[src/rtl/ctx_tlb_pkg.sv]
package ctx_tlb_pkg;
   localparam int DESC_W = 32;
   localparam int PPN_W  = 24;

   typedef struct packed {
      logic [1:0]       kind;
      logic             cach;
      logic             wr;
      logic             ex;
      logic             usr;
      logic             glob;
      logic             dirty;
      logic [PPN_W-1:0] ppn;
   } pte_t;

   typedef enum logic [2:0] {
      EXC_NONE  = 3'd0,
      EXC_WRITE = 3'd1,
      EXC_EXEC  = 3'd2,
      EXC_USER  = 3'd3,
      EXC_MISS  = 3'd4
   } exc_e;

   typedef enum logic [1:0] {
      OP_CTX   = 2'd0,
      OP_MODE  = 2'd1,
      OP_INVAL = 2'd2,
      OP_NONE  = 2'd3
   } cfg_op_e;
endpackage

[src/rtl/ctx_tlb_match.sv]
module ctx_tlb_match #(
   parameter int ENTRIES = 8,
   parameter int VPN_W   = 20
) (
   input  logic [ENTRIES-1:0]            live,
   input  logic [ENTRIES-1:0][VPN_W-1:0] tags,
   input  logic [VPN_W-1:0]              key,
   output logic [ENTRIES-1:0]            hit_vec
);
   for (genvar g = 0; g < ENTRIES; g++) begin : g_cmp
      assign hit_vec[g] = live[g] && (tags[g] == key);
   end
endmodule

[src/rtl/ctx_tlb_victim.sv]
module ctx_tlb_victim #(
   parameter int ENTRIES    = 8,
   parameter bit FREE_FIRST = 1'b1,
   localparam int IDX_W     = $clog2(ENTRIES)
) (
   input  logic               clk,
   input  logic               rst_n,
   input  logic [ENTRIES-1:0] live,
   input  logic               advance,
   output logic [IDX_W-1:0]   victim
);
   logic [IDX_W-1:0] rr_q;
   logic             use_free;
   logic [IDX_W-1:0] free_idx;

   if (FREE_FIRST) begin : g_free_first
      always_comb begin
         use_free = 1'b0;
         free_idx = '0;
         for (int i = ENTRIES - 1; i >= 0; i--) begin
            if (!live[i]) begin
               use_free = 1'b1;
               free_idx = IDX_W'(i);
            end
         end
      end
   end else begin : g_pure_rr
      assign use_free = 1'b0;
      assign free_idx = '0;
   end

   assign victim = use_free ? free_idx : rr_q;

   always_ff @(posedge clk) begin
      if (!rst_n) begin
         rr_q <= '0;
      end else if (advance && !use_free) begin
         rr_q <= (rr_q == IDX_W'(ENTRIES - 1)) ? '0 : rr_q + 1'b1;
      end
   end
endmodule

[src/rtl/ctx_tlb_perm.sv]
module ctx_tlb_perm
   import ctx_tlb_pkg::*;
(
   input  pte_t pte,
   input  logic write,
   input  logic exec,
   input  logic user,
   output exc_e code
);
   always_comb begin
      if (write && !pte.wr)      code = EXC_WRITE;
      else if (exec && !pte.ex)  code = EXC_EXEC;
      else if (user && !pte.usr) code = EXC_USER;
      else                       code = EXC_NONE;
   end
endmodule

[src/rtl/ctx_tlb.sv]
module ctx_tlb
   import ctx_tlb_pkg::*;
#(
   parameter int ENTRIES    = 8,
   parameter int VA_W       = 32,
   parameter int PAGE_W     = 12,
   parameter bit FREE_FIRST = 1'b1
) (
   input  logic                     clk,
   input  logic                     rst_n,
   input  logic                     cfg_we,
   input  logic [1:0]               cfg_op,
   input  logic [VA_W-PAGE_W-1:0]   cfg_wdata,
   input  logic                     fill_valid,
   input  logic [VA_W-PAGE_W-1:0]   fill_vpn,
   input  logic [DESC_W-1:0]        fill_desc,
   input  logic                     req_valid,
   input  logic [VA_W-1:0]          req_vaddr,
   input  logic                     req_write,
   input  logic                     req_exec,
   input  logic                     req_user,
   input  logic                     seg_cacheable,
   output logic                     rsp_valid,
   output logic                     rsp_hit,
   output logic                     rsp_miss,
   output logic                     rsp_fault,
   output logic [2:0]               rsp_code,
   output logic [PPN_W+PAGE_W-1:0]  rsp_paddr,
   output logic                     rsp_cacheable,
   output logic                     rsp_dirty_req,
   output logic [VA_W-1:0]          bad_vaddr,
   output logic [2:0]               exc_code
);
   localparam int VPN_W = VA_W - PAGE_W;
   localparam int PA_W  = PPN_W + PAGE_W;
   localparam int IDX_W = $clog2(ENTRIES);

   if (ENTRIES < 2)                   $error("ctx_tlb: ENTRIES must be at least 2");
   if (PAGE_W < 1 || PAGE_W >= VA_W)  $error("ctx_tlb: PAGE_W out of range");
   if (PA_W < VA_W)                   $error("ctx_tlb: physical address narrower than virtual");

   // entry storage
   logic [ENTRIES-1:0]            valid_q;
   logic [ENTRIES-1:0]            live;
   logic [ENTRIES-1:0][VPN_W-1:0] tag_q;
   pte_t [ENTRIES-1:0]            pte_q;

   for (genvar g = 0; g < ENTRIES; g++) begin : g_live
      assign live[g] = valid_q[g] && (pte_q[g].kind != 2'b00);
   end

   // lookup and invalidate matching
   logic [VPN_W-1:0]   req_vpn;
   logic [ENTRIES-1:0] look_hit_vec;
   logic [ENTRIES-1:0] inval_vec;
   pte_t               hit_pte;
   exc_e               perm_code;
   exc_e               nxt_code;

   assign req_vpn = req_vaddr[VA_W-1:PAGE_W];

   ctx_tlb_match #(.ENTRIES(ENTRIES), .VPN_W(VPN_W)) u_look (
      .live(live), .tags(tag_q), .key(req_vpn), .hit_vec(look_hit_vec));

   ctx_tlb_match #(.ENTRIES(ENTRIES), .VPN_W(VPN_W)) u_inval (
      .live(live), .tags(tag_q), .key(cfg_wdata), .hit_vec(inval_vec));

   always_comb begin
      hit_pte = '0;
      for (int i = 0; i < ENTRIES; i++) begin
         if (look_hit_vec[i]) hit_pte = pte_t'(hit_pte | pte_q[i]);
      end
   end

   ctx_tlb_perm u_perm (
      .pte(hit_pte), .write(req_write), .exec(req_exec), .user(req_user), .code(perm_code));

   // refill placement
   logic             fill_ok;
   logic [IDX_W-1:0] victim;
   pte_t             fill_pte;

   assign fill_pte = pte_t'(fill_desc);
   assign fill_ok  = fill_valid && (fill_pte.kind != 2'b00);

   ctx_tlb_victim #(.ENTRIES(ENTRIES), .FREE_FIRST(FREE_FIRST)) u_victim (
      .clk(clk), .rst_n(rst_n), .live(live), .advance(fill_ok), .victim(victim));

   // control state
   logic            en_q;
   logic            rsp_valid_q;
   exc_e            code_q;
   logic [PA_W-1:0] paddr_q;
   logic            cache_q;
   logic            dirty_q;
   logic [PA_W-1:0] nxt_paddr;
   logic            nxt_cache;
   logic            nxt_dirty;
   logic            nxt_fault;

   always_comb begin
      if (!en_q)                   nxt_code = EXC_NONE;
      else if (look_hit_vec == '0) nxt_code = EXC_MISS;
      else                         nxt_code = perm_code;
      nxt_paddr = en_q ? {hit_pte.ppn, req_vaddr[PAGE_W-1:0]} : PA_W'(req_vaddr);
      nxt_cache = req_valid && (nxt_code == EXC_NONE) && seg_cacheable && (!en_q || hit_pte.cach);
      nxt_dirty = req_valid && en_q && (nxt_code == EXC_NONE) && req_write && !hit_pte.dirty;
      nxt_fault = req_valid && (nxt_code inside {EXC_WRITE, EXC_EXEC, EXC_USER});
   end

   always_ff @(posedge clk) begin
      if (!rst_n) begin
         valid_q <= '0;
         tag_q   <= '0;
         pte_q   <= '0;
      end else begin
         if (fill_ok) begin
            valid_q[victim] <= 1'b1;
            tag_q[victim]   <= fill_vpn;
            pte_q[victim]   <= fill_pte;
         end
         if (cfg_we && cfg_op == OP_CTX) begin
            for (int i = 0; i < ENTRIES; i++) begin
               if (!pte_q[i].glob) valid_q[i] <= 1'b0;
            end
         end
         if (cfg_we && cfg_op == OP_INVAL) begin
            for (int i = 0; i < ENTRIES; i++) begin
               if (inval_vec[i]) valid_q[i] <= 1'b0;
            end
         end
      end
   end

   always_ff @(posedge clk) begin
      if (!rst_n) begin
         en_q        <= 1'b0;
         rsp_valid_q <= 1'b0;
         code_q      <= EXC_NONE;
         paddr_q     <= '0;
         cache_q     <= 1'b0;
         dirty_q     <= 1'b0;
         bad_vaddr   <= '0;
         exc_code    <= '0;
      end else begin
         if (cfg_we && cfg_op == OP_MODE) en_q <= cfg_wdata[0];
         rsp_valid_q <= req_valid;
         code_q      <= req_valid ? nxt_code : EXC_NONE;
         paddr_q     <= nxt_paddr;
         cache_q     <= nxt_cache;
         dirty_q     <= nxt_dirty;
         if (nxt_fault) begin
            bad_vaddr <= req_vaddr;
            exc_code  <= nxt_code;
         end
      end
   end

   assign rsp_valid     = rsp_valid_q;
   assign rsp_code      = code_q;
   assign rsp_hit       = rsp_valid_q && (code_q == EXC_NONE);
   assign rsp_miss      = rsp_valid_q && (code_q == EXC_MISS);
   assign rsp_fault     = rsp_valid_q && (code_q inside {EXC_WRITE, EXC_EXEC, EXC_USER});
   assign rsp_paddr     = paddr_q;
   assign rsp_cacheable = cache_q;
   assign rsp_dirty_req = dirty_q;
endmodule

[config.mk]
export PLATFORM = sky130hd
export DESIGN_NAME = ctx_tlb
export DESIGN_NICKNAME = d
export VERILOG_FILES = /design/src/rtl/ctx_tlb_pkg.sv /design/src/rtl/ctx_tlb_match.sv /design/src/rtl/ctx_tlb_victim.sv /design/src/rtl/ctx_tlb_perm.sv /design/src/rtl/ctx_tlb.sv
export SDC_FILE = /design/constraint.sdc
export NUM_CORES = 1
export LEC_CHECK = 0
export BUFFER_PORTS_ARGS = -buffer_cell sky130_fd_sc_hd__buf_2
export CAP_MARGIN = 20
export CELL_PAD_IN_SITES_DETAIL_PLACEMENT = 2
export CELL_PAD_IN_SITES_GLOBAL_PLACEMENT = 2
export CORE_MARGIN = 5
export CORE_UTILIZATION = 26
export CTS_BUF_LIST = sky130_fd_sc_hd__clkbuf_16
export CTS_CLUSTER_DIAMETER = 200
export CTS_CLUSTER_SIZE = 8
export DETAILED_ROUTE_END_ITERATION = 10
export GPL_ROUTABILITY_DRIVEN = 0
export GPL_TIMING_DRIVEN = 0
export PLACE_DENSITY_LB_ADDON = 0.1
export RECOVER_POWER = 100
export SLEW_MARGIN = 20
export SYNTH_ARGS = -nofsm -noshare
export SYNTH_HDL_FRONTEND = slang
export SYNTH_HIERARCHICAL = 1
export SYNTH_SLANG_ARGS = --single-unit
[constraint.sdc]
create_clock -name clk -period 4 [get_ports clk]
set_input_delay 0.8 -clock clk [delete_from_list [all_inputs] [get_ports clk]]
set_output_delay 0.8 -clock clk [all_outputs]
set_load 0.05 [all_outputs]
==> flow_metrics.env, run 1 <==
export IMPL_p_seq_share_pct=42.7
export IMPL_drt_first_iter_violations=990
export IMPL_start_kind="input port"
export IMPL_syn_to_final_growth_pct=19.3
export IMPL_max_vdd_ir_drop_uv=346
export IMPL_ant_nets=0
export IMPL_syn_num_nets=2547
export IMPL_setup_violations_final=0
export IMPL_fillers=9934
export IMPL_period_share_pct=99.9
export IMPL_hold_violations=0
export IMPL_status="finished, final reports clean"
export IMPL_clkTransAtPathRegs_ps=50
export IMPL_dieHeight_um=311
export IMPL_vias_per_cell=5.07
export IMPL_reg2reg_to="tag_q[72]"
export IMPL_ios=195
export IMPL_worst_slew_pin_slew_ps=1390
export IMPL_syn_area_um2=23500
export IMPL_finish_utilization_pct=31.2
export IMPL_std_cell_rows=110
export IMPL_io_buffers=174
export IMPL_num_vias=19600
export IMPL_wl_per_cell_um=30.5
export IMPL_cts_hold_buf=0
export IMPL_mostFrequentLayoutCells="nand2_1, dfxtp_1, mux2i_1, xnor2_1, clkbuf_1"
export IMPL_start_util_pct=26.2
export IMPL_ys_warn_count=6
export IMPL_slew_viol_final=0
export IMPL_wl_um=118000
export IMPL_fin_area_um2=28100
export IMPL_coreArea_um2=89900
export IMPL_cts_max_level=3
export IMPL_grt_antenna_before_repair=1
export IMPL_dp_hpwl_um=83500
export IMPL_clkSinkCount=505
export IMPL_setup_tns_final_ps=0
export IMPL_hold_end="rsp_paddr[0]"
export IMPL_critPathCaptureType="flop"
export IMPL_grt_use_total_pct=23.7
export IMPL_drive_above_1_share_pct=12.2
export IMPL_reg2reg_from="pte_q[191]"
export IMPL_tritoncts="yes"
export IMPL_clockBufferDepth=3
export IMPL_final_common_cell="nand2_1"
export IMPL_grt_pass1_wl_um=166000
export IMPL_cp_max_fo=10
export IMPL_period_minus_slack_ps=4000
export IMPL_grt_start_max_net_pins=14
export IMPL_layout_area_seq_um2=10100
export IMPL_multi_input_area_um2=12300
export IMPL_cp_data_arrival_time_ps=4500
export IMPL_post_dp_cell_area_um2=25900
export IMPL_ctsRootBufferMaster="clkbuf_16"
export IMPL_cts_buffers=73
export IMPL_hold_start="req_vaddr[0]"
export IMPL_p_sw_share_pct=27.9
export IMPL_power_density_nw_per_um2=429
export IMPL_syn_avg_cell_area_um2=9.68
export IMPL_slew_headroom_pct=6.80
export IMPL_drc=0
export IMPL_fin_skew_ps=55.5
export IMPL_p_int_uw=8670
export IMPL_grt_pass1_vias=21500
export IMPL_dp_slack_ps=-2450
export IMPL_dieArea_um2=96600
export IMPL_synthCells=2430
export IMPL_cap_violations=0
export IMPL_fmax_mhz=250
export IMPL_p_sw_uw=3360
export IMPL_hold_path_cell_count=3
export IMPL_p_comb_share_pct=8.7
export IMPL_layout_nets=2801
export IMPL_cellLeakagePower_uw=0.00994
export IMPL_grt_overflow=0
export IMPL_dr_pass1_iters=5
export IMPL_rrSetupSlack_ps=120
export IMPL_worstRegToRegCells=8
export IMPL_cp_required_ps=4500
export IMPL_clkPwrFrac_pct=48.6
export IMPL_fin_ws_ps=4.98
export IMPL_min_path_type="input port to flop"
export IMPL_critPathKind="input port to flop"
export IMPL_clkLatencyLatePin_ps=660
export IMPL_die_w_um=311
through the flow:
step | hold WS, ps | instances | total power [uW]
3_3_place_gp | 428 | 3780 | 6270
2_1_floorplan | 434 | 2430 | 5810
5_1_grt | 362 | 3867 | 12400
4_1_cts | 339 | 3866 | 12200
3_5_place_dp | 433 | 3780 | 6290
6_report | 373 | 3869 | 12000
worst max-delay path, stage by stage:
cell and delay, ps:
buf_2 140, buf_6 180, xor2_1 190, nor4_2 350, nand4_1 240, nor4_4 470
clkbuf_8 300, buf_4 220, clkbuf_1 670, a22oi_1 220, and4_1 280, a21oi_1 390
flip-flops by register name (all words and copies together), names as in the netlist:
signal and count:
rsp_cacheable 1, rsp_paddr 36, exc_code 3, rsp_valid 1, en_q 1, bad_vaddr 32, rsp_dirty_req 1, u_victim/rr_q 3
tag_q 160, valid_q 8, rsp_code 3, pte_q 256
power groups by stage:
stage	clock, uW	sequential, uW	combinational (uW)
6_report	5840	5140	1040
5_1_grt	6190	5140	1090
4_1_cts	6000	5140	1060
3_5_place_dp	0	5250	1050
3_3_place_gp	0	5240	1030
2_1_floorplan	0	5310	501
timing repair:
item | CTS | global route
resized for setup | 52 | 16
pin swaps | 5 | 15
endpoints found under the setup margin | 63 | 32
setup buffers | 4 | 3
layer usage:
layer	part of all wire (%)	GRT usage (%)	up-vias
met5	0	0	-
met4	3.0	6.73	0
met3	3.2	2.46	166
met2	50	42.7	404
met1	44	30.0	10300
li1	-	-	8763
layout make-up:
type / instances / share of cell area, %
multi-input combinational: 1716 / 43.8
sequential: 505 / 36.0
clock buffer: 73 / 6.51
tap: 1176 / 5.24
buffer: 191 / 4.37
timing repair buffer: 181 / 3.02
clock inverter: 9 / 0.758
inverter: 16 / 0.214
antenna: 2 / 0.0178
worst max path at each step:
stage	start	end	slack, ps	depth (start not counted)
floorplan	req_vaddr[29]	bad_vaddr[2]	350	15
global placement	req_vaddr[25]	bad_vaddr[11]	-2360	16
detailed placement	req_vaddr[16]	bad_vaddr[18]	-2450	16
CTS	req_vaddr[25]	bad_vaddr[21]	-2	16
global route	req_vaddr[19]	bad_vaddr[6]	-0.8	16
finish	req_vaddr[26]	rsp_paddr[13]	5	12
No activity file was read; power rests on OpenSTA's default activity.
==> run 2, diff against run 1 <==
--- a/config.mk
+++ b/config.mk
@@ -17,7 +17,7 @@
 export DETAILED_ROUTE_END_ITERATION = 10
 export GPL_ROUTABILITY_DRIVEN = 0
 export GPL_TIMING_DRIVEN = 0
-export PLACE_DENSITY_LB_ADDON = 0.1
+export PLACE_DENSITY_LB_ADDON = 0.08
 export RECOVER_POWER = 100
 export SLEW_MARGIN = 20
 export SYNTH_ARGS = -nofsm -noshare
==> flow_metrics.env, run 2 (same netlist as run 1, synthesis figures left out) <==
export IMPL_status="complete, but fails checks"
export IMPL_violations="negative setup slack"
export IMPL_vias_per_cell=5.01
export IMPL_coreArea_um2=89900
export IMPL_p_sw_share_pct=27.0
export IMPL_syn_to_final_growth_pct=18.8
export IMPL_fmax_mhz=243
export IMPL_clkPwrFrac_pct=47.8
export IMPL_tritoncts="yes"
export IMPL_critPathSlowestCell="clkdlybuf4s15_1"
export IMPL_hold_violations=0
export IMPL_critPathKind="input port to flop"
export IMPL_worst_slew_pin_slew_ps=1350
export IMPL_finish_utilization_pct=31.1
export IMPL_cp_data_arrival_time_ps=4560
export IMPL_grt_pass1_vias=21900
export IMPL_period_share_pct=103
export IMPL_final_common_cell="nand2_1"
export IMPL_die_w_um=311
export IMPL_start_kind="input port"
export IMPL_layout_nets=2803
export IMPL_setup_violations_final=1
export IMPL_cp_top_family="simple AND/OR/NAND/NOR gates"
export IMPL_dieHeight_um=311
export IMPL_num_vias=19400
export IMPL_cp_max_fo=10
export IMPL_fin_hold_ws_ps=389
export IMPL_wl_per_cell_um=30.6
export IMPL_fin_ws_ps=-113
export IMPL_cellLeakagePower_uw=0.00989
export IMPL_slew_viol_final=0
export IMPL_finalPower_uw=11900
export IMPL_dieArea_um2=96600
export IMPL_path_cells="buf_2 > buf_6 > xor2_1 > nor4_1 > nand4_1 > nor4_4 > clkbuf_8 > clkdlybuf4s15_1 > a22oi_1 > and4_1 > a21oi_1"
export IMPL_fin_skew_ps=22.3
export IMPL_mostFrequentLayoutCells="nand2_1, dfxtp_1, mux2i_1, xnor2_1, clkbuf_1"
export IMPL_rrSetupSlack_ps=30
export IMPL_p_sw_uw=3200
export IMPL_cp_required_ps=4450
export IMPL_cts_max_level=3
export IMPL_critPathCaptureType="flop"
export IMPL_clkLatencyLatePin_ps=630
export IMPL_clockBufferDepth=3
export IMPL_grt_overflow=0
export IMPL_slew_headroom_pct=9.91
export IMPL_fillers=9919
export IMPL_grt_use_total_pct=23.8
export IMPL_min_path_type="input port to flop"
export IMPL_worst_path_buf_inv=4
export IMPL_drt_first_iter_violations=1052
export IMPL_p_comb_share_pct=8.8
export IMPL_cts_hold_buf=0
export IMPL_p_seq_share_pct=43.4
export IMPL_dr_pass1_iters=4
export IMPL_clkTransAtPathRegs_ps=50
export IMPL_p_int_uw=8660
export IMPL_grt_start_max_net_pins=11
export IMPL_period_minus_slack_ps=4110
export IMPL_cap_violations=0
export IMPL_max_vdd_ir_drop_uv=281
export IMPL_power_density_nw_per_um2=425
export IMPL_cts_buffers=73
export IMPL_std_cell_rows=110
export IMPL_io_buffers=174
export IMPL_clkSinkCount=505
export IMPL_start_util_pct=26.2
export IMPL_wl_um=118000
export IMPL_largest_register_ffs=256
export IMPL_grt_antenna_before_repair=3
export IMPL_drc=0
export IMPL_cpPeakStageDelay_ps=750
export IMPL_drive_above_1_share_pct=12.2
export IMPL_regMostFlops="pte_q"
export IMPL_grt_pass1_wl_um=167000
export IMPL_ios=195
export IMPL_ant_nets=0
export IMPL_dp_hpwl_um=84700
export IMPL_ctsRootBufferMaster="clkbuf_16"
==> run 2: timing repair <==
item | 4_1_cts | 5_1_grt
pin swaps | 6 | 4
buffers inserted | 6 | 2
resized for setup | 54 | 12
setup endpoints to repair | 63 | 33
==> run 2: final timing paths <==
kind | from | to | depth (start not counted)
max | req_vaddr[28] | rsp_paddr[31] | 11
min | req_vaddr[10] | rsp_paddr[10] | 3
max reg2reg | pte_q[191] | rsp_paddr[31] | 8
min reg2reg | exc_code[2] | exc_code[2] | 2
==> run 2: power groups by stage <==
stage	Sequential, uW	Clock [uW]	Combinational (uW)
global route	5150	6030	1090
finish	5150	5670	1040
CTS	5140	5860	1060
floorplan	5310	0	501
global placement	5240	0	1030
detailed placement	5250	0	1050
==> run 2: area by class of cell <==
| class | instances | area, um2 | share of cell area (%) |
|---|---|---|---|
| flip-flops and latches | 505 | 10100 | 36.2 |
| inverters | 16 | 60.1 | 0.215 |
| multi-input cells | 1716 | 12300 | 44.0 |
| clock buffers | 74 | 1850 | 6.63 |
| repair buffers | 182 | 842 | 3.02 |
| well taps | 1176 | 1470 | 5.27 |
| diodes | 2 | 5.00 | 0.0179 |
| clock inverters | 7 | 86.3 | 0.309 |
| plain buffers | 192 | 1210 | 4.34 |
==> run 2: routing by layer <==
metal	global-route usage, %	part of all wire [%]	wire [um]	vias up
li1	-	-	-	8774
met1	30.0	44	52400	10100
met2	43.1	50	59600	331
met3	2.73	2.4	2890	164
met4	6.77	3.0	3510	0
met5	0	0	0	-
==> run 2: tightest hold or removal path: stages <==
cell and delay, ps:
buf_2 80, nand2_1 60, inv_1 50
==> run 2: metrics by stage <==
stage | worst slack (ps) | TNS, ps | instances | cell area (um2)
floorplan | 353 | 0 | 2430 | 23500
global route | -14.4 | -38.7 | 3870 | 27900
CTS | 32.8 | 0 | 3867 | 28000
global placement | -2490 | -111000 | 3780 | 25900
detailed placement | -2580 | -113860 | 3780 | 25900
finish | -113 | -113 | 3870 | 27900
==> run 3, diff against run 2 <==
--- a/config.mk
+++ b/config.mk
@@ -10,7 +10,7 @@
 export CELL_PAD_IN_SITES_DETAIL_PLACEMENT = 2
 export CELL_PAD_IN_SITES_GLOBAL_PLACEMENT = 2
 export CORE_MARGIN = 5
-export CORE_UTILIZATION = 26
+export CORE_UTILIZATION = 38
 export CTS_BUF_LIST = sky130_fd_sc_hd__clkbuf_16
 export CTS_CLUSTER_DIAMETER = 200
 export CTS_CLUSTER_SIZE = 8
==> flow_metrics.env, run 3 (same netlist as run 1, synthesis figures left out) <==
export IMPL_grt_antenna_before_repair=5
export IMPL_fin_ws_ps=-47.2
export IMPL_vias_per_cell=5.76
export IMPL_fin_skew_ps=20.7
export IMPL_period_share_pct=101
export IMPL_largest_register_ffs=256
export IMPL_reg2reg_from="tag_q[39]"
export IMPL_critPathSlowestCell="clkbuf_1"
export IMPL_post_dp_cell_area_um2=25400
export IMPL_layout_area_seq_um2=10100
export IMPL_period_minus_slack_ps=4050
export IMPL_fin_hold_ws_ps=404
export IMPL_power_density_nw_per_um2=431
export IMPL_rrSetupSlack_ps=130
export IMPL_grt_pass1_wl_um=155000
export IMPL_rsz0062_at_grt="yes"
export IMPL_mostFrequentLayoutCells="nand2_1, dfxtp_1, mux2i_1, xnor2_1, clkbuf_1"
export IMPL_wl_per_cell_um=31.2
export IMPL_cts_hold_buf=0
export IMPL_syn_to_final_growth_pct=16.2
export IMPL_drc=0
export IMPL_fmax_mhz=247
export IMPL_fin_area_um2=27300
export IMPL_drive_above_1_share_pct=11.2
export IMPL_cts_max_level=3
export IMPL_clkTransAtPathRegs_ps=50
export IMPL_cp_required_ps=4450
export IMPL_std_cell_rows=91
export IMPL_dp_hpwl_um=76700
export IMPL_max_vdd_ir_drop_uv=256
export IMPL_ant_nets=0
export IMPL_cp_max_fo=10
export IMPL_drt_first_iter_violations=1208
export IMPL_wl_um=109000
export IMPL_clkSinkCount=505
export IMPL_critPathCaptureType="flop"
export IMPL_cellLeakagePower_uw=0.00978
export IMPL_cp_data_arrival_time_ps=4490
export IMPL_grt_start_max_net_pins=11
export IMPL_hold_violations=0
export IMPL_setup_violations_final=1
export IMPL_fillers=6679
export IMPL_die_w_um=259
export IMPL_worst_setup_path_startpoint="req_vaddr[31]"
export IMPL_worst_slew_pin_slew_ps=1300
export IMPL_cpPeakStageDelay_ps=900
export IMPL_status="complete, but fails checks"
export IMPL_finalPower_uw=11800
export IMPL_min_path_type="input port to flop"
export IMPL_clockBufferDepth=3
export IMPL_grt_pass1_vias=22200
export IMPL_dp_slack_ps=-2070
export IMPL_regMostFlops="pte_q"
export IMPL_violations="negative setup slack"
export IMPL_cap_violations=0
export IMPL_critPathKind="input port to flop"
export IMPL_path_cells="buf_2 > buf_6 > xor2_1 > nor4_1 > nand4_1 > nor4_2 > buf_4 > clkbuf_1 > a22oi_1 > and4_1 > a21oi_1"
export IMPL_ios=195
export IMPL_num_vias=20100
export IMPL_ctsRootBufferMaster="clkbuf_16"
export IMPL_slew_viol_final=0
export IMPL_dr_pass1_iters=5
export IMPL_layout_nets=2802
export IMPL_dieHeight_um=259
export IMPL_io_buffers=174
export IMPL_grt_use_total_pct=31.5
export IMPL_cts_buffers=73
export IMPL_coreArea_um2=61500
export IMPL_hold_start="req_vaddr[1]"
export IMPL_tritoncts="yes"
export IMPL_slew_headroom_pct=13.6
export IMPL_setup_tns_final_ps=-47.2
export IMPL_grt_overflow=0
export IMPL_start_kind="input port"
export IMPL_final_common_cell="nand2_1"
export IMPL_clkLatencyLatePin_ps=620
export IMPL_multi_input_area_um2=12300
export IMPL_start_util_pct=38.2
export IMPL_dieArea_um2=67000
[run 3: through the flow]
stage	instances	util (%)
2_1_floorplan	2430	-
3_3_place_gp	3394	41.3
3_5_place_dp	3395	41.3
4_1_cts	3478	44.7
5_1_grt	3484	44.4
6_report	3485	44.4
[run 3: layout make-up]
cell class                      count  area share, %
Multi-Input combinational cell   1716           44.9
Clock buffer                       74           6.78
Timing Repair Buffer              182           3.11
Sequential cell                   505           37.0
Buffer                            191           4.02
Inverter                           16          0.220
Antenna cell                        4         0.0366
Tap cell                          790           3.62
Clock inverter                      7          0.316
[run 3: routing by layer]
| metal | vias up | share of wire [%] | GRT usage, % |
|---|---|---|---|
| li1 | 8780 | - | - |
| met1 | 10400 | 40 | 37.4 |
| met2 | 669 | 50 | 56.7 |
| met3 | 271 | 4.7 | 4.42 |
| met4 | 0 | 5.0 | 13.9 |
| met5 | - | 0 | 0 |
[run 3: path summary, 6_finish.rpt]
| kind | end | depth (start not counted) |
|---|---|---|
| setup / recovery | rsp_paddr[31] | 11 |
| hold / removal | rsp_paddr[1] | 3 |
| setup reg to reg | rsp_paddr[31] | 9 |
| hold reg to reg | pte_q[204] | 2 |
[run 3: report_power, final]
group | total, uW | switching, uW | internal, uW | leakage [uW]
clock network | 5620 | 2350 | 3270 | 0.000957
registers | 5150 | 43.3 | 5100 | 0.00408
logic | 1010 | 730 | 282 | 0.00474
[run 3: critical path: cells and delay by family]
kind | cells | cell delay [ps]
buf+inv | 4 | 1500
simple gates | 4 | 1280
compound gates | 2 | 710
xor+xnor | 1 | 170
[run 3: repair_timing]
action,4_1_cts,5_1_grt
pin swaps,4,12
buffers inserted,2,5
gates resized for setup,40,25
endpoints found under the setup margin,50,34
